File: src/rtl/otp_port_pkg.sv
package otp_port_pkg;

   typedef enum logic [2:0] {
      OP_IDLE,
      OP_CLEAR,
      OP_WRITE,
      OP_VERIFY,
      OP_INHIBIT
   } op_e;

   // codes are {md3, md2, md1, md0}
   localparam logic [3:0] CODE_CLEAR  = 4'b0101;
   localparam logic [3:0] CODE_WRITE  = 4'b1110;
   localparam logic [3:0] CODE_VERIFY = 4'b1100;

   function automatic op_e decode_mode(input logic [3:0] code);
      op_e r;
      if (code == CODE_CLEAR)       r = OP_CLEAR;
      else if (code == CODE_WRITE)  r = OP_WRITE;   // wins over inhibit
      else if (code == CODE_VERIFY) r = OP_VERIFY;
      else if (code[3:1] == 3'b111) r = OP_INHIBIT;
      else                          r = OP_IDLE;
      return r;
   endfunction

endpackage

File: src/rtl/otp_mode_dec.sv
module otp_mode_dec
   import otp_port_pkg::*;
#(
   parameter int DATA_W = 8
) (
   input  logic              clk,
   input  logic              rst_n,
   input  logic [3:0]        md,
   input  logic [DATA_W-1:0] d_in,
   output op_e               op_q,
   output logic [DATA_W-1:0] din_q
);

   always_ff @(posedge clk) begin
      if (!rst_n) begin
         op_q  <= OP_IDLE;
         din_q <= '0;
      end else begin
         op_q  <= decode_mode(md);
         din_q <= d_in;
      end
   end

endmodule

File: src/rtl/otp_step_ctr.sv
module otp_step_ctr #(
   parameter int ADDR_W      = 10,
   parameter int LAST_ADDR   = 1001,
   parameter int PULSES      = 4,
   parameter int ADV_PULSE   = 3,
   parameter int SYNC_STAGES = 2
) (
   input  logic              clk,
   input  logic              rst_n,
   input  logic              pclk,
   input  logic              clear,
   output logic [ADDR_W-1:0] addr
);

   localparam int PW = (PULSES > 1) ? $clog2(PULSES) : 1;
   localparam logic [PW-1:0]     PCNT_WRAP = PW'(PULSES - 1);
   localparam logic [PW-1:0]     PCNT_ADV  = PW'(ADV_PULSE - 1);
   localparam logic [ADDR_W-1:0] ADDR_LAST = ADDR_W'(LAST_ADDR);

   if (SYNC_STAGES < 1)
      $error("otp_step_ctr: SYNC_STAGES must be at least 1");
   if (PULSES < 2)
      $error("otp_step_ctr: PULSES must be at least 2");
   if (ADV_PULSE < 1 || ADV_PULSE > PULSES)
      $error("otp_step_ctr: ADV_PULSE out of range");
   if (LAST_ADDR >= (1 << ADDR_W))
      $error("otp_step_ctr: LAST_ADDR does not fit ADDR_W");

   logic [SYNC_STAGES-1:0] sync_q;
   logic                   pclk_s;
   logic                   pclk_d;
   logic                   fall;
   logic [PW-1:0]          pcnt;

   if (SYNC_STAGES == 1) begin : g_sync1
      always_ff @(posedge clk) begin
         if (!rst_n) sync_q <= '0;
         else        sync_q <= pclk;
      end
   end else begin : g_syncn
      always_ff @(posedge clk) begin
         if (!rst_n) sync_q <= '0;
         else        sync_q <= {sync_q[SYNC_STAGES-2:0], pclk};
      end
   end

   assign pclk_s = sync_q[SYNC_STAGES-1];
   assign fall   = pclk_d & ~pclk_s;

   always_ff @(posedge clk) begin
      if (!rst_n) begin
         pclk_d <= 1'b0;
         pcnt   <= '0;
         addr   <= '0;
      end else begin
         pclk_d <= pclk_s;
         if (clear) begin
            pcnt <= '0;
            addr <= '0;
         end else if (fall) begin
            pcnt <= (pcnt == PCNT_WRAP) ? '0 : pcnt + 1'b1;
            if (pcnt == PCNT_ADV && addr != ADDR_LAST)
               addr <= addr + 1'b1;
         end
      end
   end

endmodule

File: src/rtl/otp_bus_ctl.sv
module otp_bus_ctl
   import otp_port_pkg::*;
#(
   parameter int DATA_W = 8
) (
   input  op_e               op,
   input  logic [DATA_W-1:0] din_q,
   input  logic [DATA_W-1:0] mem_rdata,
   output logic              mem_we,
   output logic [DATA_W-1:0] mem_wdata,
   output logic              d_oe,
   output logic [DATA_W-1:0] d_out
);

   always_comb begin
      mem_we    = (op == OP_WRITE);
      mem_wdata = din_q;
      d_oe      = (op == OP_VERIFY);
      d_out     = d_oe ? mem_rdata : '0;
   end

endmodule

File: src/rtl/otp_port.sv
module otp_port
   import otp_port_pkg::*;
#(
   parameter int DATA_W      = 8,
   parameter int ADDR_W      = 10,
   parameter int LAST_ADDR   = 1001,
   parameter int PULSES      = 4,
   parameter int ADV_PULSE   = 3,
   parameter int SYNC_STAGES = 2
) (
   input  logic              clk,
   input  logic              rst_n,
   input  logic              prog_clk,
   input  logic [3:0]        md,
   input  logic [DATA_W-1:0] d_in,
   output logic [DATA_W-1:0] d_out,
   output logic              d_oe,
   output logic [ADDR_W-1:0] mem_addr,
   output logic              mem_we,
   output logic [DATA_W-1:0] mem_wdata,
   input  logic [DATA_W-1:0] mem_rdata
);

   if (DATA_W < 1)
      $error("otp_port: DATA_W must be positive");

   op_e               op_q;
   logic [DATA_W-1:0] din_q;

   otp_mode_dec #(.DATA_W(DATA_W)) u_dec (
      .clk   (clk),
      .rst_n (rst_n),
      .md    (md),
      .d_in  (d_in),
      .op_q  (op_q),
      .din_q (din_q)
   );

   otp_step_ctr #(
      .ADDR_W      (ADDR_W),
      .LAST_ADDR   (LAST_ADDR),
      .PULSES      (PULSES),
      .ADV_PULSE   (ADV_PULSE),
      .SYNC_STAGES (SYNC_STAGES)
   ) u_step (
      .clk   (clk),
      .rst_n (rst_n),
      .pclk  (prog_clk),
      .clear (op_q == OP_CLEAR),
      .addr  (mem_addr)
   );

   otp_bus_ctl #(.DATA_W(DATA_W)) u_bus (
      .op        (op_q),
      .din_q     (din_q),
      .mem_rdata (mem_rdata),
      .mem_we    (mem_we),
      .mem_wdata (mem_wdata),
      .d_oe      (d_oe),
      .d_out     (d_out)
   );

endmodule

File: config.mk
export PLATFORM = sky130hd
export DESIGN_NAME = otp_port
export DESIGN_NICKNAME = d
export VERILOG_FILES = /design/src/rtl/otp_port_pkg.sv /design/src/rtl/otp_mode_dec.sv /design/src/rtl/otp_step_ctr.sv /design/src/rtl/otp_bus_ctl.sv /design/src/rtl/otp_port.sv
export SDC_FILE = /design/constraint.sdc
export NUM_CORES = 1
export LEC_CHECK = 0
export CAP_MARGIN = 25
export CORE_UTILIZATION = 44
export DETAILED_ROUTE_END_ITERATION = 6
export PLACE_DENSITY_LB_ADDON = 0.3
export RECOVER_POWER = 25
export SETUP_SLACK_MARGIN = 0.15
export SLEW_MARGIN = 10
export SYNTH_ARGS = -nofsm -noshare
export SYNTH_HDL_FRONTEND = slang
export SYNTH_SLANG_ARGS = --single-unit
File: constraint.sdc
create_clock -name clk -period 3.55 [get_ports clk]
set_input_delay 0.71 -clock clk [delete_from_list [all_inputs] [get_ports clk]]
set_output_delay 0.71 -clock clk [all_outputs]
set_load 0.05 [all_outputs]
After elaboration in Yosys (flattened, before gate mapping). Cells that the tools add are included.

Eq/ne operators: 10. Reductions and logical operators: 5. Add/subtract/negate cells: 2. Bitwise logic cells: 3. Multiplexer cells: 6.

Operators by type and width (number): $add 10x1->10 const B (1); $ne 10x10->1 const B (1); $eq 4x4->1 const B (2); $mux 8 (1); $eq 3x2->1 const B (2); $mux 2 (3); $eq 2x2->1 const B (2); $eq 4x3->1 const B (1); $reduce_or 2->1 (2); $reduce_or 4->1 (1); $eq 3x1->1 const B (1); $eq 3x3->1 const B (1); $mux 3 (1); $add 2x1->2 const B (1); $not 1->1 (2); $reduce_and 2->1 (1); $and 1x1->1 (1); $logic_and 1x1->1 (1); $mux 1 (1).

Register bits after elaboration: 26. Logic and storage cells: 34.

Depth between registers and ports, before layout. Gate-level depths: netlist of run 1.

Word-level depth: 5. Depth in mapped cells: 5. Gate-level depth less buffers: 5.

Hierarchy. A second synthesis of run 1 with hierarchy kept.

Cells, all modules: 119. Area total of the unflattened synthesis: 1151.1 µm².

Modules (own cells, without submodules): otp_step_ctr (area an instance 671.9 µm², instances 1, sequential area each 300.3 µm², cells an instance 74); otp_mode_dec (area an instance 309.0 µm², instances 1, sequential area each 220.2 µm², cells an instance 26); otp_bus_ctl (area an instance 157.7 µm², instances 1, sequential area each 0.0 µm², cells an instance 18); otp_port (area an instance 12.5 µm², instances 1, sequential area each 0.0 µm², cells an instance 1).

Worst setup path before layout of run 1. No wires, ideal clock.

Path type: register to output. Start point: reg u_dec.op_q[2]. End point: out d_out[0]. Arrival time: 1.563 ns. Path slack: 1.277 ns. Stages on the path, launching flop included: 4. Path buffers: 1. Path through: dfxtp_1 -> and3b_1 -> clkbuf_1 -> and2_1.

Cells in the longest elaborated chain, start to end: 2.

Ends and longest elaborated chain: start: declaration (RTL line otp_mode_dec.sv:10) `output op_e op_q,`; start signal: assignment (RTL line otp_mode_dec.sv:19) `op_q <= decode_mode(md);`; $eq 3x2->1 (RTL line otp_bus_ctl.sv:18) `d_oe = (op == OP_VERIFY);`; named net d_oe (RTL line otp_port.sv:17) `output logic d_oe,`; $mux 8 (RTL line otp_bus_ctl.sv:19) `d_out = d_oe ? mem_rdata : '0;`; end: declaration (RTL line otp_port.sv:16) `output logic [DATA_W-1:0] d_out,`.

The timed path passes the listed nets, and every way through them passes these cells.

Worst setup path after layout of run 1.
Start point: in mem_rdata[6]. End point: out d_out[6].

Cells in the longest elaborated chain, start to end: 1.

Ends and longest elaborated chain: start: declaration (RTL line otp_port.sv:21) `input logic [DATA_W-1:0] mem_rdata`; $mux 8 (RTL line otp_bus_ctl.sv:19).

Every way passes these cells.

==> flow_metrics.env, run 1 <==
export IMPL_areaGrowthSynthToFinish_pct=50.1
export IMPL_ff2ff_setup_slack_ns=1.97
export IMPL_multi_input_area_sq_um=584
export IMPL_grt_pass1_vias=916
export IMPL_post_drt_wl_per_cell_um=11.8
export IMPL_maxSlewHeadroom_pct=49.1
export IMPL_synth_most_common_cell="dfxtp_1"
export IMPL_holdWs_ns=0.453
export IMPL_cts_setup_buffers=0
export IMPL_worst_slew_pin_slew_ns=0.761
export IMPL_cts_max_level=1
export IMPL_viasPerCell=5.15
export IMPL_r2r_start="u_step.pcnt[0]"
export IMPL_synth_area_per_cell_sq_um=9.52
export IMPL_end_kind="output port"
export IMPL_worstSetupPathType="in2out"
export IMPL_fillers=200
export IMPL_boundaryPins=51
export IMPL_finClkSkew_ns=0.00560
export IMPL_yosys_top_cells_area="dfxtp_1 (46%), and2_1 (10%), mux2i_1 (6.1%)"
export IMPL_critPathMaxStageDelay_ns=0.80
export IMPL_die_h_um=53.0
export IMPL_drt_first_pass_iters=4
export IMPL_hold_class="reg2reg"
export IMPL_min_period_ns=2.79
export IMPL_die_area_sq_mm=0.00280
export IMPL_outcome="finished, final reports clean"
export IMPL_ant_nets=0
export IMPL_synth_seq_cells=26
export IMPL_seq_power_share_pct=52.5
export IMPL_cp_slowest_cell="clkdlybuf4s50_1"
export IMPL_finalSetupViolCount=0
export IMPL_powerDensity_mw_per_mm2=337
export IMPL_internal_power_mw=0.451
export IMPL_arrival_ns=2.08
export IMPL_synth_area_sq_mm=0.00114
export IMPL_power_switching_mw=0.126
export IMPL_cts_root_buf="clkbuf_4"
export IMPL_cp_num_buf_inv=2
export IMPL_fin_nets=197
export IMPL_drive_above_1_share_pct=5.33
export IMPL_hold_viol=0
export IMPL_cp_top_family="buffers and inverters"
export IMPL_die_w_um=53.0
export IMPL_track_usage_pct=18.2
export IMPL_maxSlewViolCount=0
export IMPL_antenna_found_initial=0
export IMPL_grt_max_degree=27
export IMPL_rsz0062_at_grt="false"
export IMPL_fmax_mhz=359
export IMPL_overflow=0
export IMPL_cts_tree="done"
export IMPL_synth_top_cell_by_area="dfxtp_1"
export IMPL_pre_cts_ws_ns=0.750
export IMPL_num_rows=18
export IMPL_dr_total_vias=1024
export IMPL_required_ns=2.84
export IMPL_clk_pin_slew_ns=0.14
export IMPL_total_leakage_power_nw=0.652
export IMPL_ys_top_cells_by_count="dfxtp_1 (26), and2_1 (19), nand3_1 (8)"
export IMPL_synthArstFlopShare_pct=0
export IMPL_ys_flop_type="dfxtp_1"
export IMPL_switching_share_pct=21.8
export IMPL_crit_path_max_fanout=1
export IMPL_clock_sinks=26
export IMPL_grt_first_pass_wirelength_mm=3.75
export IMPL_vdd_drop_max_mv=0.253
export IMPL_yosysTopAreaCellShare_pct=45.6
export IMPL_clk_latency_ns=0.32
export IMPL_ys_seq_area_share_pct=45.6
export IMPL_coreArea_sq_mm=0.00245
export IMPL_crit_start="mem_rdata[6]"
export IMPL_critPathLaunchType="input port"
export IMPL_wl_mm=2.35
export IMPL_synth_edf_count=0
export IMPL_first_iter_violations=20
export IMPL_seq_area_sq_um=520
export IMPL_dp_hpwl_mm=1.79
export IMPL_globalplace_congestion=0.734
export IMPL_path_common_cell="clkdlybuf4s50_1"
export IMPL_min_from="u_step.sync_q[0]"
export IMPL_start_util_pct=46.5
export IMPL_cts_path_max_buffers=2
export IMPL_syn_inst=120
export IMPL_ctsHoldBuffers=0
export IMPL_numCtsBuffers=3
export IMPL_ys_warn_count=0
export IMPL_port_buffer_count=50
export IMPL_tns_ns=0
export IMPL_syn_num_nets=147
export IMPL_setup_ws_ns=0.763
export IMPL_path_cells="clkdlybuf4s50_1, and2_1, clkdlybuf4s50_1"
export IMPL_synth_distinct_cells=32
export IMPL_drc=0
export IMPL_clkPwrFrac_pct=34.9
export IMPL_cts_resized=0
export IMPL_fin_crit_sh_pct=78.5
export IMPL_antennaDiodeCount=0
export IMPL_cap_viol_max_count=0
export IMPL_pwr_share_comb_pct=12.6
-- layer usage --
layer	vias to the layer above	GRT usage, %	part of all wire [%]
met1	477	22.4	42
met3	5	3.74	5.9
met4	0	7.89	1.6
met5	-	0	0
li1	512	-	-
met2	30	30.2	50
-- registers in the layout (all words and copies together), names as in the netlist --
register,flops
u_dec.op_q,3
u_step.pcnt,2
u_dec.din_q,8
u_step.pclk_d,1
u_step.sync_q,2
u_step.addr,10
-- layout make-up --
cell class / instances / share of cell area [%]
clock buffer: 3 / 1.31
clock inverter: 1 / 1.75
inverter: 5 / 1.09
multi-input combinational: 84 / 34.1
sequential: 26 / 30.4
tap: 30 / 2.19
timing repair buffer: 50 / 29.2
-- cells in the final DEF (no fill, tap or decap), drive strengths merged --
master	netlist	final
nor2b	1	1
clkdlybuf4s50	0	49
inv	5	5
nand3b	6	6
and3b	1	1
nor3	1	1
or3b	1	1
nand2	7	7
nand2b	1	1
nand4b	2	2
a211oi	1	1
or4	1	1
mux2i	7	7
dlygate4sd3	0	1
a21oi	4	4
nor2	5	5
and4b	1	1
nor4	4	4
o311ai	1	1
nand3	8	8
clkbuf	5	3
nand4	1	1
o31ai	1	1
o211ai	1	1
o21ai	2	2
ha	4	4
dfxtp	26	26
xnor2	1	1
or3	2	2
and2	19	19
nor3b	1	1
bufinv	0	1
-- power groups by stage --
stage               Sequential (mW)  Clock, mW  Combinational, mW
floorplan                     0.326          0             0.0192
global placement              0.309          0             0.0718
detailed placement            0.309          0             0.0736
CTS                           0.303      0.205             0.0738
global route                  0.304      0.218             0.0777
finish                        0.303      0.201             0.0726
-- metrics by stage --
step	power (mW)	util, %	instances	area (sq um)
2_1_floorplan	0.345	-	120	1140
3_3_place_gp	0.381	67.7	195	1660
3_5_place_dp	0.383	67.7	195	1660
4_1_cts	0.582	69.8	199	1710
5_1_grt	0.600	69.8	199	1710
6_report	0.577	69.8	199	1710
-- logic make-up after synthesis --
| kind of cell | count (synthesis) | synth area share, % |
|---|---|---|
| AOI/OAI and AO/OA | 10 | 5.70 |
| xor gates and xnor gates | 1 | 0.767 |
| adders and majority gates | 4 | 4.38 |
| buffers and inverters | 10 | 3.29 |
| DFF | 26 | 45.6 |
| muxes | 7 | 6.13 |
| and+or+nand+nor | 62 | 34.2 |
-- worst paths after layout --
path	end	cells past startpoint
setup / recovery	d_out[6]	3
hold / removal	u_step.sync_q[1]	1
setup reg to reg	u_step.addr[5]	5
hold reg to reg	u_step.sync_q[1]	1
(Power assumes the default switching activity.)
==> run 2, diff against run 1 <==
CORE_UTILIZATION = 37   (was 44)
clock period = 2.5 ns   (was 3.55 ns; I/O delays follow)
==> run 2 against run 1 <==
The flow now finishes with violations (design-rule violations). Cell count up 1.0%. Die area is 18% higher. Clock power grew 4%. Combinational power rose by 45%. Cell area is 1.5% lower. Critical endpoint is now mem_we. Largest cell class unchanged.
==> flow_metrics.env, run 2 (synthesized netlist as in run 1, its figures left out) <==
export IMPL_finalNonFillerCells=201
export IMPL_finClkSkew_ns=0.00607
export IMPL_cts_max_level=1
export IMPL_die_w_um=57.6
export IMPL_dp_hpwl_mm=1.92
export IMPL_worst_slew_pin_slew_ns=0.512
export IMPL_clk_latency_ns=0.32
export IMPL_grt_pass1_vias=994
export IMPL_maxSlewViolCount=0
export IMPL_grt_first_pass_wirelength_mm=4.00
export IMPL_vdd_drop_max_mv=0.313
export IMPL_coreArea_sq_mm=0.00283
export IMPL_required_ns=2.00
export IMPL_power_switching_mw=0.176
export IMPL_whs_path_depth=1
export IMPL_dr_total_vias=1008
export IMPL_ant_nets=0
export IMPL_hold_class="reg2reg"
export IMPL_areaGrowthSynthToFinish_pct=47.9
export IMPL_r2r_end="u_step.addr[5]"
export IMPL_overflow=0
export IMPL_track_usage_pct=15.6
export IMPL_worstSetupPathType="reg2out"
export IMPL_cts_tree="done"
export IMPL_cts_path_max_buffers=2
export IMPL_antennaDiodeCount=0
export IMPL_pre_cts_ws_ns=0.528
export IMPL_powerDensity_mw_per_mm2=441
export IMPL_cap_viol_max_count=0
export IMPL_r2r_cells=5
export IMPL_numCtsBuffers=3
export IMPL_rsz0062_at_grt="false"
export IMPL_drt_first_pass_iters=6
export IMPL_top_regs="u_step.addr (10), u_dec.din_q (8), u_dec.op_q (3)"
export IMPL_clock_sinks=26
export IMPL_fmax_mhz=451
export IMPL_total_leakage_power_nw=0.686
export IMPL_setup_ws_ns=0.281
export IMPL_tns_ns=0
export IMPL_internal_power_mw=0.568
export IMPL_ff2ff_setup_slack_ns=0.93
export IMPL_layout_common_cells="clkdlybuf4s50_1 (40), dfxtp_1 (26), and2_1 (16), buf_4 (9), nand3_1 (8)"
export IMPL_largest_register_ffs=10
export IMPL_arrival_ns=1.72
export IMPL_seq_power_share_pct=57.8
export IMPL_globalplace_congestion=0.767
export IMPL_viasPerCell=5.01
export IMPL_violations="design-rule violations"
export IMPL_first_iter_violations=22
export IMPL_grt_max_degree=15
export IMPL_fillers=248
export IMPL_post_drt_wl_per_cell_um=11.7
export IMPL_clk_pin_slew_ns=0.14
export IMPL_wl_mm=2.36
export IMPL_die_area_sq_mm=0.00331
export IMPL_pwr_share_comb_pct=14.1
export IMPL_drc=2
export IMPL_postLayoutCoreUtil_pct=59.7
export IMPL_min_period_ns=2.22
export IMPL_boundaryPins=51
export IMPL_maxSlewHeadroom_pct=65.7
export IMPL_num_rows=19
export IMPL_hold_path_end="u_step.sync_q[1]"
export IMPL_hold_viol=0
export IMPL_clkPwrFrac_pct=28.1
export IMPL_r2r_start="u_step.pcnt[0]"
export IMPL_switching_share_pct=23.6
export IMPL_layout_commonest_cell="clkdlybuf4s50_1"
export IMPL_cts_root_buf="clkbuf_4"
export IMPL_fin_nets=198
export IMPL_die_h_um=57.6
export IMPL_critPathLaunchType="flop"
export IMPL_end_kind="output port"
export IMPL_finalSetupViolCount=0
export IMPL_holdWs_ns=0.455
export IMPL_start_util_pct=40.4
export IMPL_top_register="u_step.addr"
export IMPL_port_buffer_count=50
export IMPL_min_from="u_step.sync_q[0]"
export IMPL_drive_above_1_share_pct=10.6
export IMPL_fin_crit_sh_pct=88.8
export IMPL_outcome="finished with violations"
export IMPL_dp_cells=197
export IMPL_antenna_found_initial=0
export IMPL_crit_path_max_fanout=3
[run 2: per-layer routing]
metal	routed length [um]	global-route usage (%)	vias to the layer above	share of wire, %
met5	0	0	-	0
met4	17	5.57	0	0.72
met3	169	6.12	2	7.2
met2	1220	28.2	33	52
met1	949	16.1	456	40
li1	-	-	517	-
[run 2: what timing repair did]
action                                  CTS  global route
endpoints found under the setup margin    0             1
buffers inserted                          0             0
hold buffers                              0             0
resized for setup                         0             1
endpoints found under the hold margin     0             0
[run 2: stage by stage]
stage	power [mW]	cell area, sq um
2_1_floorplan	0.490	1140
3_3_place_gp	0.543	1650
3_5_place_dp	0.546	1650
4_1_cts	0.753	1690
5_1_grt	0.774	1690
6_report	0.744	1690
[run 2: worst max-delay path: stages, from the launching register on]
cell,delay [ns]
dfxtp_1,0.36
nor3b_1,0.20
clkdlybuf4s50_1,0.84
[run 2: layout make-up]
cell class	instances	area (sq um)	area share, %
Clock buffer	4	36.3	2.15
Multi-Input combinational cell	84	584	34.6
Tap cell	31	38.8	2.30
Sequential cell	26	520	30.8
Timing Repair Buffer	51	490	29.0
Inverter	5	18.8	1.11
[run 2: power groups by stage]
stage	Combinational, mW	Sequential, mW	Clock (mW)
floorplan	0.0272	0.463	0
global placement	0.104	0.439	0
detailed placement	0.106	0.439	0
CTS	0.106	0.430	0.217
global route	0.113	0.432	0.229
finish	0.105	0.430	0.209
[run 2: worst max-delay path by stage]
stage,from,to,slack [ns],cells past startpoint
3_5_place_dp,u_dec.op_q[2],d_oe,0.53,2
4_1_cts,u_dec.op_q[2],d_oe,0.15,2
3_3_place_gp,u_dec.op_q[2],d_oe,0.57,2
2_1_floorplan,u_dec.op_q[2],d_out[0],0.44,3
5_1_grt,u_dec.op_q[1],mem_we,0.18,2
6_report,u_dec.op_q[1],mem_we,0.28,2
==> run 3, diff against run 2 <==
CAP_MARGIN = 15   (was 25)
==> results of run 3 <==
No change in the layout: final DEF, timing and power equal those of run 2.
